**src/rtl/ripple_pkg.sv**
```systemverilog
package ripple_pkg;
  typedef enum logic {
    MODE_ADDSUB = 1'b0,
    MODE_COUNT  = 1'b1
  } rs_mode_e;
endpackage

```
**src/rtl/rs_operand_mux.sv**
```systemverilog
module rs_operand_mux
  import ripple_pkg::*;
#(
  parameter int WIDTH = 8
) (
  input  rs_mode_e           mode_i,
  input  logic               op_i,
  input  logic [WIDTH-1:0]   a_i,
  input  logic [WIDTH-1:0]   b_i,
  input  logic               cin_i,
  input  logic [WIDTH-1:0]   cnt_i,
  output logic [WIDTH-1:0]   x_o,
  output logic [WIDTH-1:0]   y_o,
  output logic               c0_o
);
  always_comb begin
    if (mode_i == MODE_COUNT) begin
      // up: cnt + 0 + 1, down: cnt + all-ones + 0
      x_o  = cnt_i;
      y_o  = op_i ? '0 : '1;
      c0_o = op_i;
    end else begin
      // subtract as a + ~b + 1
      x_o  = a_i;
      y_o  = op_i ? b_i : ~b_i;
      c0_o = op_i ? cin_i : 1'b1;
    end
  end
endmodule

```
**src/rtl/rs_bit_cell.sv**
```systemverilog
module rs_bit_cell (
  input  logic x_i,
  input  logic y_i,
  input  logic ci_i,
  input  logic active_i,
  output logic s_o,
  output logic co_o
);
  logic prop, gen;

  assign prop = x_i ^ y_i;
  assign gen  = x_i & y_i;
  assign co_o = prop ? ci_i : gen;
  assign s_o  = active_i & (prop ^ ci_i);
endmodule

```
**src/rtl/rs_state_reg.sv**
```systemverilog
module rs_state_reg #(
  parameter int WIDTH = 8
) (
  input  logic             clk_i,
  input  logic             rst_ni,
  input  logic             ld_i,
  input  logic [WIDTH-1:0] ld_data_i,
  input  logic             step_i,
  input  logic [WIDTH-1:0] next_i,
  input  logic             cout_i,
  output logic [WIDTH-1:0] cnt_o,
  output logic             cout_q_o
);
  always_ff @(posedge clk_i or negedge rst_ni) begin
    if (!rst_ni) begin
      cnt_o    <= '0;
      cout_q_o <= 1'b0;
    end else begin
      cout_q_o <= cout_i;
      if (ld_i)        cnt_o <= ld_data_i;
      else if (step_i) cnt_o <= next_i;
    end
  end
endmodule

```
**src/rtl/ripple_slice.sv**
```systemverilog
module ripple_slice
  import ripple_pkg::*;
#(
  parameter int WIDTH = 8
) (
  input  logic             clk_i,
  input  logic             rst_ni,
  input  logic             mode_i,
  input  logic             op_i,
  input  logic             nibble_i,
  input  logic [WIDTH-1:0] a_i,
  input  logic [WIDTH-1:0] b_i,
  input  logic             cin_i,
  input  logic             cnt_en_i,
  input  logic             ld_i,
  input  logic [WIDTH-1:0] ld_data_i,
  output logic [WIDTH-1:0] sum_o,
  output logic             cout_o,
  output logic             cout_q_o,
  output logic [WIDTH-1:0] cnt_o
);
  localparam int NIB_W = WIDTH / 2;

  rs_mode_e         mode;
  logic [WIDTH-1:0] x, y;
  logic [WIDTH:0]   carry;
  logic             step;

  assign mode = rs_mode_e'(mode_i);
  assign step = (mode == MODE_COUNT) & cnt_en_i;

  rs_operand_mux #(.WIDTH(WIDTH)) u_opmux (
    .mode_i (mode),
    .op_i   (op_i),
    .a_i    (a_i),
    .b_i    (b_i),
    .cin_i  (cin_i),
    .cnt_i  (cnt_o),
    .x_o    (x),
    .y_o    (y),
    .c0_o   (carry[0])
  );

  for (genvar i = 0; i < WIDTH; i++) begin : g_bit
    logic active;
    if (i < NIB_W) begin : g_low
      assign active = 1'b1;
    end else begin : g_high
      assign active = ~nibble_i;
    end
    rs_bit_cell u_cell (
      .x_i      (x[i]),
      .y_i      (y[i]),
      .ci_i     (carry[i]),
      .active_i (active),
      .s_o      (sum_o[i]),
      .co_o     (carry[i+1])
    );
  end

  // nibble mode taps the chain after bit NIB_W-1
  assign cout_o = nibble_i ? carry[NIB_W] : carry[WIDTH];

  rs_state_reg #(.WIDTH(WIDTH)) u_state (
    .clk_i     (clk_i),
    .rst_ni    (rst_ni),
    .ld_i      (ld_i),
    .ld_data_i (ld_data_i),
    .step_i    (step),
    .next_i    (sum_o),
    .cout_i    (cout_o),
    .cnt_o     (cnt_o),
    .cout_q_o  (cout_q_o)
  );
endmodule

```
**config.mk**
```make
export PLATFORM = sky130hd
export DESIGN_NAME = ripple_slice
export DESIGN_NICKNAME = d
export VERILOG_FILES = /design/src/rtl/ripple_pkg.sv /design/src/rtl/rs_operand_mux.sv /design/src/rtl/rs_bit_cell.sv /design/src/rtl/rs_state_reg.sv /design/src/rtl/ripple_slice.sv
export SDC_FILE = /design/constraint.sdc
export NUM_CORES = 1
export LEC_CHECK = 0
export ABC_AREA = 1
export BUFFER_PORTS_ARGS = -buffer_cell sky130_fd_sc_hd__buf_2
export CORE_MARGIN = 10
export CORE_UTILIZATION = 30
export CTS_BUF_LIST = sky130_fd_sc_hd__clkbuf_4 sky130_fd_sc_hd__clkbuf_8 sky130_fd_sc_hd__clkbuf_16
export CTS_CLUSTER_SIZE = 24
export DETAILED_ROUTE_END_ITERATION = 8
export PLACE_DENSITY = 0.68
export REMOVE_ABC_BUFFERS = 1
export SETUP_SLACK_MARGIN = 0.4
export SYNTH_ARGS = -nofsm -noshare
export SYNTH_HDL_FRONTEND = slang
export SYNTH_SLANG_ARGS = --single-unit
```
**constraint.sdc**
```tcl
create_clock -name clk_i -period 5.1 [get_ports clk_i]
set_input_delay 1.02 -clock clk_i [delete_from_list [all_inputs] [get_ports clk_i]]
set_output_delay 1.02 -clock clk_i [all_outputs]
set_load 0.005 [all_outputs]
```
==> flow_summary.html, run 1 <==
<table>
<tr><th>Metric</th><th>Value</th></tr>
<tr><th colspan="2">Layout</th></tr>
<tr><td>Fill count</td><td>331</td></tr>
<tr><td>Inserted Diodes</td><td>0</td></tr>
<tr><td>Net count of the finished layout</td><td>around 230</td></tr>
<tr><td>Leading cell type in the layout, fill and taps excluded</td><td>sky130_fd_sc_hd__buf_2</td></tr>
<tr><td>Leading cell types in the layout, fill and taps excluded</td><td>sky130_fd_sc_hd__buf_2, sky130_fd_sc_hd__nand2_1, sky130_fd_sc_hd__nor2_1, sky130_fd_sc_hd__nand3_1, sky130_fd_sc_hd__buf_4</td></tr>
<tr><td>Synth-to-layout area growth</td><td>38.1%</td></tr>
<tr><td>Share of layout cells above drive strength 1</td><td>0.461</td></tr>
<tr><th colspan="2">GRT</th></tr>
<tr><td>Overall global routing resource usage</td><td>0.0964</td></tr>
<tr><td>Antenna violations before repair</td><td>0</td></tr>
<tr><td>Global route overflow</td><td>0</td></tr>
<tr><td>Maximum number of pins on one net before global-route repair</td><td>15</td></tr>
<tr><td>Global-route wire length before repair</td><td>just under 5000 um</td></tr>
<tr><td>Via count of the first global-routing pass</td><td>between 1,000 and 1,500</td></tr>
<tr><th colspan="2">Job</th></tr>
<tr><td>Maximum Capacitance Violations</td><td>0</td></tr>
<tr><th colspan="2">Timing</th></tr>
<tr><td>Aggregate negative setup slack</td><td>0 ns</td></tr>
<tr><td>Period Utilization, post-route</td><td>0.999</td></tr>
<tr><td>Maximum clock frequency</td><td>between 0.15 and 0.2 GHz</td></tr>
<tr><td>Relative slew margins</td><td>0.809</td></tr>
<tr><td>Hold violation count in the final report</td><td>0</td></tr>
<tr><td>Max-slew violations</td><td>0</td></tr>
<tr><td>Post-route clock skew</td><td>around 0.0084 ns</td></tr>
<tr><td>Endpoints failing setup</td><td>0</td></tr>
<tr><td>Hold_ws</td><td>about 0.53 ns</td></tr>
<tr><td>Setup repair after global routing missed its margin</td><td>yes</td></tr>
<tr><td>Slew at the pin with the worst max-slew slack</td><td>0.279 ns</td></tr>
<tr><td>Final critical path time including I/O delays and setup</td><td>roughly 5.1 ns</td></tr>
<tr><th colspan="2">Clock network</th></tr>
<tr><td>Number of clock sinks seen by CTS</td><td>9</td></tr>
<tr><td>Clock input transition at the sequential cells of the worst setup and hold paths</td><td>around 0.060 ns</td></tr>
<tr><td>Cts bufs inserted</td><td>3</td></tr>
<tr><td>Maximum buffer depth of the clock tree</td><td>2</td></tr>
<tr><td>Clock latency on the worst-skew pair</td><td>0.27 ns</td></tr>
<tr><td>H-tree depth</td><td>1</td></tr>
<tr><td>CTS tree</td><td>built</td></tr>
<tr><td>Root Buffer</td><td>sky130_fd_sc_hd__clkbuf_4</td></tr>
<tr><th colspan="2">Pwr</th></tr>
<tr><td>Power Dens Cells</td><td>roughly 240 nW/um^2</td></tr>
<tr><td>Portion of total power attributed to combinational logic</td><td>0.534</td></tr>
<tr><td>Internal power</td><td>0.203 mW</td></tr>
<tr><td>Overall power</td><td>roughly 0.33 mW</td></tr>
<tr><td>Leak</td><td>between 0.7 and 0.8 nW</td></tr>
<tr><td>Net switching component of the power</td><td>around 0.12 mW</td></tr>
<tr><td>Sw Share</td><td>0.377</td></tr>
<tr><td>Worst vdd rail ir drop</td><td>between 0.0001 and 0.00015 V</td></tr>
<tr><td>Share of total power in the clock network</td><td>0.187</td></tr>
<tr><td>Sequential share of power</td><td>0.279</td></tr>
<tr><th colspan="2">Synth</th></tr>
<tr><td>Count of state elements after synthesis</td><td>9</td></tr>
<tr><td>Synth warn</td><td>0</td></tr>
<tr><td>Library cells used by synthesis</td><td>17</td></tr>
<tr><td>Number of cells produced by synthesis</td><td>roughly 140</td></tr>
<tr><td>Cell area after synthesis</td><td>around 1000 sq um</td></tr>
<tr><td>Seq/Total Area, Yosys</td><td>0.226</td></tr>
<tr><td>Average instance area after synthesis</td><td>between 6 and 7 sq um</td></tr>
<tr><th colspan="2">Critical path</th></tr>
<tr><td>Reg-to-reg endpoint</td><td>u_state.cnt_o[7]</td></tr>
<tr><td>Cell with the largest stage delay on the worst path</td><td>sky130_fd_sc_hd__fa_2</td></tr>
<tr><td>Critical path capture point type</td><td>output port</td></tr>
<tr><td>Worst setup path startpoint</td><td>mode_i</td></tr>
<tr><td>Critical path destination</td><td>sum_o[7]</td></tr>
<tr><td>Worst setup path class</td><td>input port to output port</td></tr>
<tr><td>Required time of the critical path</td><td>a little over 4 ns</td></tr>
<tr><td>Largest driver fanout on the critical path</td><td>6</td></tr>
<tr><td>Reg-to-Reg Start</td><td>u_state.cnt_o[0]</td></tr>
<tr><td>Cell-by-cell trace of the critical path</td><td>buf_12 -&gt; mux2i_4 -&gt; fa_2 -&gt; fa_2 -&gt; fa_2 -&gt; fa_2 -&gt; inv_2 -&gt; fa_2 -&gt; fa_2 -&gt; fa_2 -&gt; inv_2 -&gt; fa_2 -&gt; nor2_2 -&gt; buf_2</td></tr>
<tr><td>Crit start category</td><td>input port</td></tr>
<tr><td>Longest individual stage delay on the worst path</td><td>about 0.52 ns</td></tr>
<tr><td>FF-to-FF path depth</td><td>14</td></tr>
<tr><td>Register-to-register setup slack</td><td>around 1.7 ns</td></tr>
<tr><td>Cell repeated most along the worst path</td><td>sky130_fd_sc_hd__fa_2</td></tr>
<tr><td>Worst EP arrival</td><td>4.08 ns</td></tr>
<tr><th colspan="2">Die</th></tr>
<tr><td>Count of boundary I/O pins</td><td>50</td></tr>
<tr><td>DIE AREA</td><td>around 6000 sq um</td></tr>
<tr><td>Vertical die dimension</td><td>77.7 um</td></tr>
<tr><td>Area of the core region</td><td>between 3000 and 4000 sq um</td></tr>
<tr><td>Die Wd</td><td>slightly below 80 um</td></tr>
<tr><td>Effective utilization at floorplan</td><td>0.319</td></tr>
<tr><td>Site Rows</td><td>20</td></tr>
<tr><th colspan="2">Detailed routing</th></tr>
<tr><td>Number of design rule violations left after detail routing</td><td>0</td></tr>
<tr><td>First-pass DRT Iterations</td><td>4</td></tr>
<tr><td>Post-detailed-route via-to-cell ratio</td><td>4.42</td></tr>
<tr><td>DRT antenna net count</td><td>0</td></tr>
<tr><td>Final wirelength</td><td>around 2900 um</td></tr>
<tr><td>Routed via count</td><td>around 1,000</td></tr>
<tr><td>Number of DRC markers in iteration 0</td><td>between 40 and 50</td></tr>
<tr><td>Wire length per cell</td><td>12.4 um</td></tr>
<tr><th colspan="2">Run status</th></tr>
<tr><td>Run status</td><td>finished clean</td></tr>
<tr><th colspan="2">Placement</th></tr>
<tr><td>Final weighted congestion in routability-driven placement</td><td>between 0.7 and 0.8</td></tr>
<tr><td>Final HPWL DP</td><td>between 2000 and 3000 um</td></tr>
<tr><td>Port buffer count</td><td>49</td></tr>
<tr><th colspan="2">Min path</th></tr>
<tr><td>Min-delay worst type</td><td>register to register</td></tr>
</table>
[stage by stage]
step           area [sq um]  std cells   util  worst slack (ns)
2_1_floorplan           882        130      -             0.112
3_3_place_gp           1240        231  0.397            -0.164
3_5_place_dp           1240        231  0.397            -0.281
4_1_cts                1340        236  0.428           -0.0157
5_1_grt                1380        237  0.441           -0.0707
6_report               1380        237  0.441           0.00330
[metal layers]
| metal | vias to the layer above | global-route usage | share of wire |
|---|---|---|---|
| met3 | 4 | 0.0541 | 0.11 |
| li1 | 529 | - | - |
| met5 | - | 0 | 0 |
| met2 | 36 | 0.149 | 0.45 |
| met1 | 478 | 0.111 | 0.44 |
| met4 | 0 | 0.0274 | 0.0092 |
[cells in the mapped netlist]
cell / number / area, sq um
sky130_fd_sc_hd__buf_6: 5 / 56.3
sky130_fd_sc_hd__o21ai_0: 2 / 10.0
sky130_fd_sc_hd__fa_1: 8 / 160
sky130_fd_sc_hd__inv_1: 13 / 48.8
sky130_fd_sc_hd__nand3_1: 13 / 65.1
sky130_fd_sc_hd__a21oi_1: 3 / 15.0
sky130_fd_sc_hd__nand2_2: 1 / 6.26
sky130_fd_sc_hd__o21ai_1: 5 / 25.0
sky130_fd_sc_hd__nor2_1: 20 / 75.1
sky130_fd_sc_hd__nand2_4: 1 / 11.3
sky130_fd_sc_hd__mux2i_1: 5 / 50.1
sky130_fd_sc_hd__clkinv_1: 1 / 3.75
sky130_fd_sc_hd__buf_4: 8 / 60.1
sky130_fd_sc_hd__nand2_1: 45 / 169
sky130_fd_sc_hd__inv_2: 3 / 11.3
sky130_fd_sc_hd__dfrtp_1: 9 / 225
sky130_fd_sc_hd__nor2_2: 1 / 6.26
[worst max-delay path, delay by kind of cell]
kind | cells | cell delay [ns]
adders and majority gates | 8 | 2.50
buffers and inverters | 4 | 0.35
muxes | 1 | 0.18
and+or+nand+nor | 1 | 0.04
[sequential cells by signal (all words and copies together) (netlist names)]
name	count
u_state.cout_q_o	1
u_state.cnt_o	8
[cell families after synthesis]
group	after synthesis	synth area share
simple gates	81	0.333
flops	9	0.226
fa+ha+maj	8	0.160
buf+inv	30	0.180
mux	5	0.0501
compound gates	10	0.0501
[how the worst min path moves through the flow]
stage	to	depth (start not counted)	slack, ns	startpoint
global placement	u_state.cnt_o[6]	2	0.51	u_state.cnt_o[6]
CTS	u_state.cnt_o[2]	2	0.53	u_state.cnt_o[2]
finish	u_state.cnt_o[2]	2	0.53	u_state.cnt_o[2]
global route	u_state.cnt_o[2]	2	0.55	u_state.cnt_o[2]
floorplan	u_state.cnt_o[2]	2	0.48	u_state.cnt_o[2]
detailed placement	u_state.cnt_o[2]	2	0.52	u_state.cnt_o[2]
[power by group through the flow]
stage	registers, mW	clock network (mW)	logic (mW)
global route	0.0922	0.0695	0.197
CTS	0.0910	0.0643	0.164
detailed placement	0.0916	0	0.152
global placement	0.0913	0	0.149
floorplan	0.0906	0	0.0747
finish	0.0909	0.0612	0.174
[area by class of cell]
cell class                 instances  area [sq um]  area share
multi-input combinational        104           643       0.466
tap                               44          55.1      0.0399
sequential                         9           225       0.163
timing repair buffer              59           357       0.259
clock buffer                       4          30.0      0.0218
inverter                          17          68.8      0.0499
[what timing repair did]
action | in CTS | in global routing
hold buffers | 0 | 0
pin swaps | 4 | 3
gates resized for setup | 19 | 13
buffers inserted | 1 | 1
setup endpoints to repair | 5 | 4
endpoints found under the hold margin | 0 | 0
No activity file was read; power rests on OpenSTA's default activity.
==> run 2, diff against run 1 <==
--- a/config.mk
+++ b/config.mk
@@ -5,14 +5,14 @@
 export SDC_FILE = /design/constraint.sdc
 export NUM_CORES = 1
 export LEC_CHECK = 0
-export ABC_AREA = 1
 export BUFFER_PORTS_ARGS = -buffer_cell sky130_fd_sc_hd__buf_2
+export CAP_MARGIN = 10
 export CORE_MARGIN = 10
 export CORE_UTILIZATION = 30
 export CTS_BUF_LIST = sky130_fd_sc_hd__clkbuf_4 sky130_fd_sc_hd__clkbuf_8 sky130_fd_sc_hd__clkbuf_16
 export CTS_CLUSTER_SIZE = 24
 export DETAILED_ROUTE_END_ITERATION = 8
-export PLACE_DENSITY = 0.68
+export PLACE_DENSITY = 0.67
 export REMOVE_ABC_BUFFERS = 1
 export SETUP_SLACK_MARGIN = 0.4
 export SYNTH_ARGS = -nofsm -noshare
==> run 2 against run 1 <==
The flow now finishes with violations (setup timing). Sequential share of layout area increased by 0.32 points. Combinational power hardly changed. Area after synthesis is 3.3% higher. Utilization shrank 3.5 points. Global-route usage grew 0.69 points. First-iteration DRC count is 19% lower. Non-clock buffer count decreased by 5. Critical endpoint unchanged.
==> flow_summary.html, run 2 <==
<table>
<tr><th>Metric</th><th>Value</th></tr>
<tr><th colspan="2">Clock network</th></tr>
<tr><td>Number of clock sinks seen by CTS</td><td>9 (unchanged)</td></tr>
<tr><td>H-tree depth</td><td>1 (unchanged)</td></tr>
<tr><td>Root Buffer</td><td>sky130_fd_sc_hd__clkbuf_4 (unchanged)</td></tr>
<tr><td>Count of hold buffers inserted by post-cts repair</td><td>0 (unchanged)</td></tr>
<tr><td>Post-CTS setup buffer count</td><td>0 (was 1)</td></tr>
<tr><td>Clock latency on the worst-skew pair</td><td>0.28 ns (was 0.27 ns)</td></tr>
<tr><td>Cts bufs inserted</td><td>3 (unchanged)</td></tr>
<tr><td>Maximum buffer depth of the clock tree</td><td>2 (unchanged)</td></tr>
<tr><td>CTS tree</td><td>built (unchanged)</td></tr>
<tr><td>Clock input transition at the sequential cells of the worst setup and hold paths</td><td>0.08 ns (was 0.06 ns)</td></tr>
<tr><th colspan="2">Timing</th></tr>
<tr><td>Setup repair after global routing missed its margin</td><td>yes (unchanged)</td></tr>
<tr><td>Relative slew margins</td><td>0.764 (was 0.809)</td></tr>
<tr><td>Maximum clock frequency</td><td>0.190 GHz (was 0.196 GHz)</td></tr>
<tr><td>Max-slew violations</td><td>0 (unchanged)</td></tr>
<tr><td>Aggregate negative setup slack</td><td>-0.282 ns (was 0 ns)</td></tr>
<tr><td>Final critical path time including I/O delays and setup</td><td>5.26 ns (was 5.10 ns)</td></tr>
<tr><td>Endpoints failing setup</td><td>2 (was 0)</td></tr>
<tr><td>Hold violation count in the final report</td><td>0 (unchanged)</td></tr>
<tr><td>Post-route clock skew</td><td>0.00970 ns (was 0.00838 ns)</td></tr>
<tr><td>Period Utilization, post-route</td><td>1.03 (was 0.999)</td></tr>
<tr><td>Worst setup slack after layout</td><td>-0.160 ns (was 0.00330 ns)</td></tr>
<tr><td>Slew at the pin with the worst max-slew slack</td><td>0.354 ns (was 0.279 ns)</td></tr>
<tr><th colspan="2">GRT</th></tr>
<tr><td>Global route overflow</td><td>0 (unchanged)</td></tr>
<tr><td>Via count of the first global-routing pass</td><td>1,018 (was 1,134)</td></tr>
<tr><td>Global-route wire length before repair</td><td>5120 um (was 4820 um)</td></tr>
<tr><td>Maximum number of pins on one net before global-route repair</td><td>19 (was 15)</td></tr>
<tr><td>Antenna violations before repair</td><td>0 (unchanged)</td></tr>
<tr><td>Overall global routing resource usage</td><td>0.103 (was 0.0964)</td></tr>
<tr><th colspan="2">Critical path</th></tr>
<tr><td>Worst setup path startpoint</td><td>op_i (was mode_i)</td></tr>
<tr><td>Critical path destination</td><td>sum_o[7] (unchanged)</td></tr>
<tr><td>Required time of the critical path</td><td>4.08 ns (about the same)</td></tr>
<tr><td>Longest individual stage delay on the worst path</td><td>0.53 ns (was 0.52 ns)</td></tr>
<tr><td>Worst EP arrival</td><td>4.24 ns (was 4.08 ns)</td></tr>
<tr><td>Total number of cells along the worst setup path</td><td>15 (was 14)</td></tr>
<tr><td>Largest driver fanout on the critical path</td><td>2 (was 6)</td></tr>
<tr><td>Critical path capture point type</td><td>output port (unchanged)</td></tr>
<tr><td>Cell repeated most along the worst path</td><td>sky130_fd_sc_hd__fa_2 (unchanged)</td></tr>
<tr><td>Reg-to-Reg Start</td><td>u_state.cnt_o[0] (unchanged)</td></tr>
<tr><td>Reg-to-reg endpoint</td><td>u_state.cnt_o[7] (unchanged)</td></tr>
<tr><td>Cell-by-cell trace of the critical path</td><td>buf_6 -&gt; buf_4 -&gt; xnor2_4 -&gt; fa_2 -&gt; fa_2 -&gt; fa_2 -&gt; fa_2 -&gt; inv_2 -&gt; fa_2 -&gt; fa_2 -&gt; fa_2 -&gt; inv_2 -&gt; fa_2 -&gt; nor2_1 -&gt; buf_2 (was buf_12 -&gt; mux2i_4 -&gt; fa_2 -&gt; fa_2 -&gt; fa_2 -&gt; fa_2 -&gt; inv_2 -&gt; fa_2 -&gt; fa_2 -&gt; fa_2 -&gt; inv_2 -&gt; fa_2 -&gt; nor2_2 -&gt; buf_2)</td></tr>
<tr><td>Worst setup path class</td><td>input port to output port (unchanged)</td></tr>
<tr><td>Top delay family on crit path</td><td>adder cells (unchanged)</td></tr>
<tr><td>Buffer and inverter count on the worst path</td><td>5 (was 4)</td></tr>
<tr><td>FF-to-FF path depth</td><td>13 (was 14)</td></tr>
<tr><td>Crit start category</td><td>input port (unchanged)</td></tr>
<tr><td>Register-to-register setup slack</td><td>1.42 ns (was 1.73 ns)</td></tr>
<tr><td>Cell with the largest stage delay on the worst path</td><td>sky130_fd_sc_hd__fa_2 (unchanged)</td></tr>
<tr><th colspan="2">Layout</th></tr>
<tr><td>Largest registers</td><td>u_state.cnt_o x8, u_state.cout_q_o x1 (unchanged)</td></tr>
<tr><td>Share of layout cells above drive strength 1</td><td>0.545 (was 0.461)</td></tr>
<tr><td>Leading cell types in the layout, fill and taps excluded</td><td>sky130_fd_sc_hd__buf_2, sky130_fd_sc_hd__dfrtp_1, sky130_fd_sc_hd__fa_2, sky130_fd_sc_hd__nand2b_1, sky130_fd_sc_hd__xnor2_1 (was sky130_fd_sc_hd__buf_2, sky130_fd_sc_hd__nand2_1, sky130_fd_sc_hd__nor2_1, sky130_fd_sc_hd__nand3_1, sky130_fd_sc_hd__buf_4)</td></tr>
<tr><td>Leading cell type in the layout, fill and taps excluded</td><td>sky130_fd_sc_hd__buf_2 (unchanged)</td></tr>
<tr><td>FF+latch area</td><td>225 sq um (unchanged)</td></tr>
<tr><td>Synth-to-layout area growth</td><td>31.2% (was 38.1%)</td></tr>
<tr><td>Area of the multi-input gates</td><td>713 sq um (was 643 sq um)</td></tr>
<tr><td>Max FFs per register</td><td>8 (unchanged)</td></tr>
<tr><td>Fill count</td><td>351 (was 331)</td></tr>
<tr><td>Fraction of the core area covered by cells at the end of the flow</td><td>0.405 (was 0.441)</td></tr>
<tr><td>Final Non-Filler Cells</td><td>191 (was 237)</td></tr>
<tr><td>Net count of the finished layout</td><td>186 (was 234)</td></tr>
<tr><td>Inserted Diodes</td><td>0 (unchanged)</td></tr>
<tr><td>Most flop-heavy register</td><td>u_state.cnt_o (unchanged)</td></tr>
<tr><th colspan="2">Synth</th></tr>
<tr><td>Top_reg_cell synth</td><td>sky130_fd_sc_hd__dfrtp_1 (unchanged)</td></tr>
<tr><td>Leading cell type by number of instances after synthesis</td><td>sky130_fd_sc_hd__dfrtp_1 (was sky130_fd_sc_hd__nand2_1)</td></tr>
<tr><td>Biggest area consumer among synthesized cells</td><td>sky130_fd_sc_hd__dfrtp_1 (unchanged)</td></tr>
<tr><td>Count of state elements after synthesis</td><td>9 (unchanged)</td></tr>
<tr><td>Library cells used by synthesis</td><td>26 (was 17)</td></tr>
<tr><td>Synth async-reset ratio</td><td>1.00 (unchanged)</td></tr>
<tr><td>Average instance area after synthesis</td><td>10.1 sq um (was 6.98 sq um)</td></tr>
<tr><td>Cell area after synthesis</td><td>1030 sq um (was 998 sq um)</td></tr>
<tr><td>Seq/Total Area, Yosys</td><td>0.218 (was 0.226)</td></tr>
<tr><td>Share of the synthesized area in the top cell type</td><td>0.218 (was 0.226)</td></tr>
<tr><td>Area contributors post-synth</td><td>sky130_fd_sc_hd__dfrtp_1, sky130_fd_sc_hd__fa_1, sky130_fd_sc_hd__xnor2_1, sky130_fd_sc_hd__mux2i_1, sky130_fd_sc_hd__buf_4 (was sky130_fd_sc_hd__dfrtp_1, sky130_fd_sc_hd__nand2_1, sky130_fd_sc_hd__fa_1, sky130_fd_sc_hd__nor2_1, sky130_fd_sc_hd__nand3_1)</td></tr>
<tr><td>Synth warn</td><td>0 (unchanged)</td></tr>
<tr><td>Number of cells produced by synthesis</td><td>102 (was 143)</td></tr>
<tr><td>Number of enable-type register cells in the synthesized netlist</td><td>0 (unchanged)</td></tr>
<tr><th colspan="2">Run status</th></tr>
<tr><td>Run status</td><td>finished with violations (was finished clean)</td></tr>
<tr><td>Failing checks</td><td>setup timing</td></tr>
<tr><th colspan="2">Die</th></tr>
<tr><td>Site Rows</td><td>21 (was 20)</td></tr>
<tr><td>Count of boundary I/O pins</td><td>50 (unchanged)</td></tr>
<tr><td>Die Wd</td><td>78.6 um (was 77.7 um)</td></tr>
<tr><td>Effective utilization at floorplan</td><td>0.309 (was 0.319)</td></tr>
<tr><td>DIE AREA</td><td>6180 sq um (was 6040 sq um)</td></tr>
<tr><td>Area of the core region</td><td>3340 sq um (was 3130 sq um)</td></tr>
<tr><td>Vertical die dimension</td><td>78.6 um (was 77.7 um)</td></tr>
<tr><th colspan="2">Placement</th></tr>
<tr><td>Port buffer count</td><td>49 (unchanged)</td></tr>
<tr><td>Final weighted congestion in routability-driven placement</td><td>0.920 (was 0.777)</td></tr>
<tr><td>Final HPWL DP</td><td>2570 um (was 2550 um)</td></tr>
<tr><td>Cell count after placement</td><td>187 (was 231)</td></tr>
<tr><th colspan="2">Pwr</th></tr>
<tr><td>Worst vdd rail ir drop</td><td>0.000109 V (was 0.000131 V)</td></tr>
<tr><td>Power Dens Cells</td><td>237 nW/um^2 (about the same)</td></tr>
<tr><td>Leak</td><td>0.648 nW (was 0.760 nW)</td></tr>
<tr><th colspan="2">Job</th></tr>
<tr><td>Maximum Capacitance Violations</td><td>0 (unchanged)</td></tr>
<tr><th colspan="2">Detailed routing</th></tr>
<tr><td>Final wirelength</td><td>3220 um (was 2930 um)</td></tr>
<tr><td>Number of DRC markers in iteration 0</td><td>38 (was 47)</td></tr>
<tr><td>Wire length per cell</td><td>16.8 um (was 12.4 um)</td></tr>
<tr><td>Number of design rule violations left after detail routing</td><td>0 (unchanged)</td></tr>
<tr><td>Post-detailed-route via-to-cell ratio</td><td>4.66 (was 4.42)</td></tr>
<tr><td>Routed via count</td><td>890 (was 1,047)</td></tr>
<tr><td>DRT antenna net count</td><td>0 (unchanged)</td></tr>
<tr><td>First-pass DRT Iterations</td><td>4 (unchanged)</td></tr>
<tr><th colspan="2">Min path</th></tr>
<tr><td>Min-delay worst type</td><td>input port to asynchronous set/reset pin (was register to register)</td></tr>
</table>
==> run 2: logic make-up after synthesis <==
| family | after synthesis | share of synthesized area |
|---|---|---|
| AOI/OAI and AO/OA | 14 | 0.121 |
| xor gates and xnor gates | 8 | 0.0680 |
| muxes | 10 | 0.102 |
| and+or+nand+nor | 30 | 0.193 |
| adders and majority gates | 8 | 0.155 |
| buffers and inverters | 23 | 0.142 |
| DFF | 9 | 0.218 |
==> run 2: area by class of cell <==
cell class,count,share of cell area
multi-input cells,70,0.527
repair buffers,54,0.221
flip-flops and latches,9,0.167
well taps,46,0.0426
inverters,8,0.0222
clock buffers,3,0.0167
clock inverters,1,0.00370
==> run 2: how the worst min path moves through the flow <==
stage	from	end	slack (ns)	cells past startpoint
after floorplan	u_state.cnt_o[2]	u_state.cnt_o[2]	0.57	2
after global placement	u_state.cnt_o[3]	u_state.cnt_o[3]	0.56	2
after detailed placement	u_state.cnt_o[2]	u_state.cnt_o[2]	0.58	2
after CTS	rst_ni	u_state.cout_q_o	0.59	1
after global routing	rst_ni	u_state.cout_q_o	0.59	1
final	rst_ni	u_state.cout_q_o	0.59	1
==> run 2: worst register-to-register path, delay by kind of cell (launching register included) <==
family,cells,cell delay (ns)
adders and majority gates,8,2.60
DFF,1,0.41
AOI/OAI and AO/OA,1,0.27
muxes,1,0.13
buffers and inverters,2,0.11
and+or+nand+nor,1,0.06
==> run 2: metrics by stage <==
step	hold WS (ns)	area, sq um	worst slack [ns]	total power [mW]
after floorplan	0.570	915	0.0664	0.168
after global placement	0.563	1250	-0.280	0.242
after detailed placement	0.581	1250	-0.430	0.248
after CTS	0.590	1340	-0.156	0.321
after global routing	0.593	1350	-0.234	0.347
final	0.588	1350	-0.160	0.320
==> run 2: metal layers <==
metal	GRT usage	vias up	wire length, um	share of wire
li1	-	420	-	-
met1	0.109	432	1230	0.38
met4	0.0412	0	52	0.016
met5	0	-	0	0
met2	0.184	34	1710	0.53
met3	0.0353	4	225	0.070
==> run 2: report_power, final <==
part / internal, mW / switching, mW / leakage [nW] / total [mW]
sequential: 0.0809 / 0.00659 / 0.106 / 0.0875
clock: 0.0291 / 0.0318 / 0.0177 / 0.0609
combinational: 0.0898 / 0.0818 / 0.524 / 0.172
total: 0.200 / 0.120 / 0.648 / 0.320
==> run 2: what timing repair did <==
item                       4_1_cts  5_1_grt
gates resized for setup         17        2
setup endpoints to repair        5        4
pin swaps                        1        1
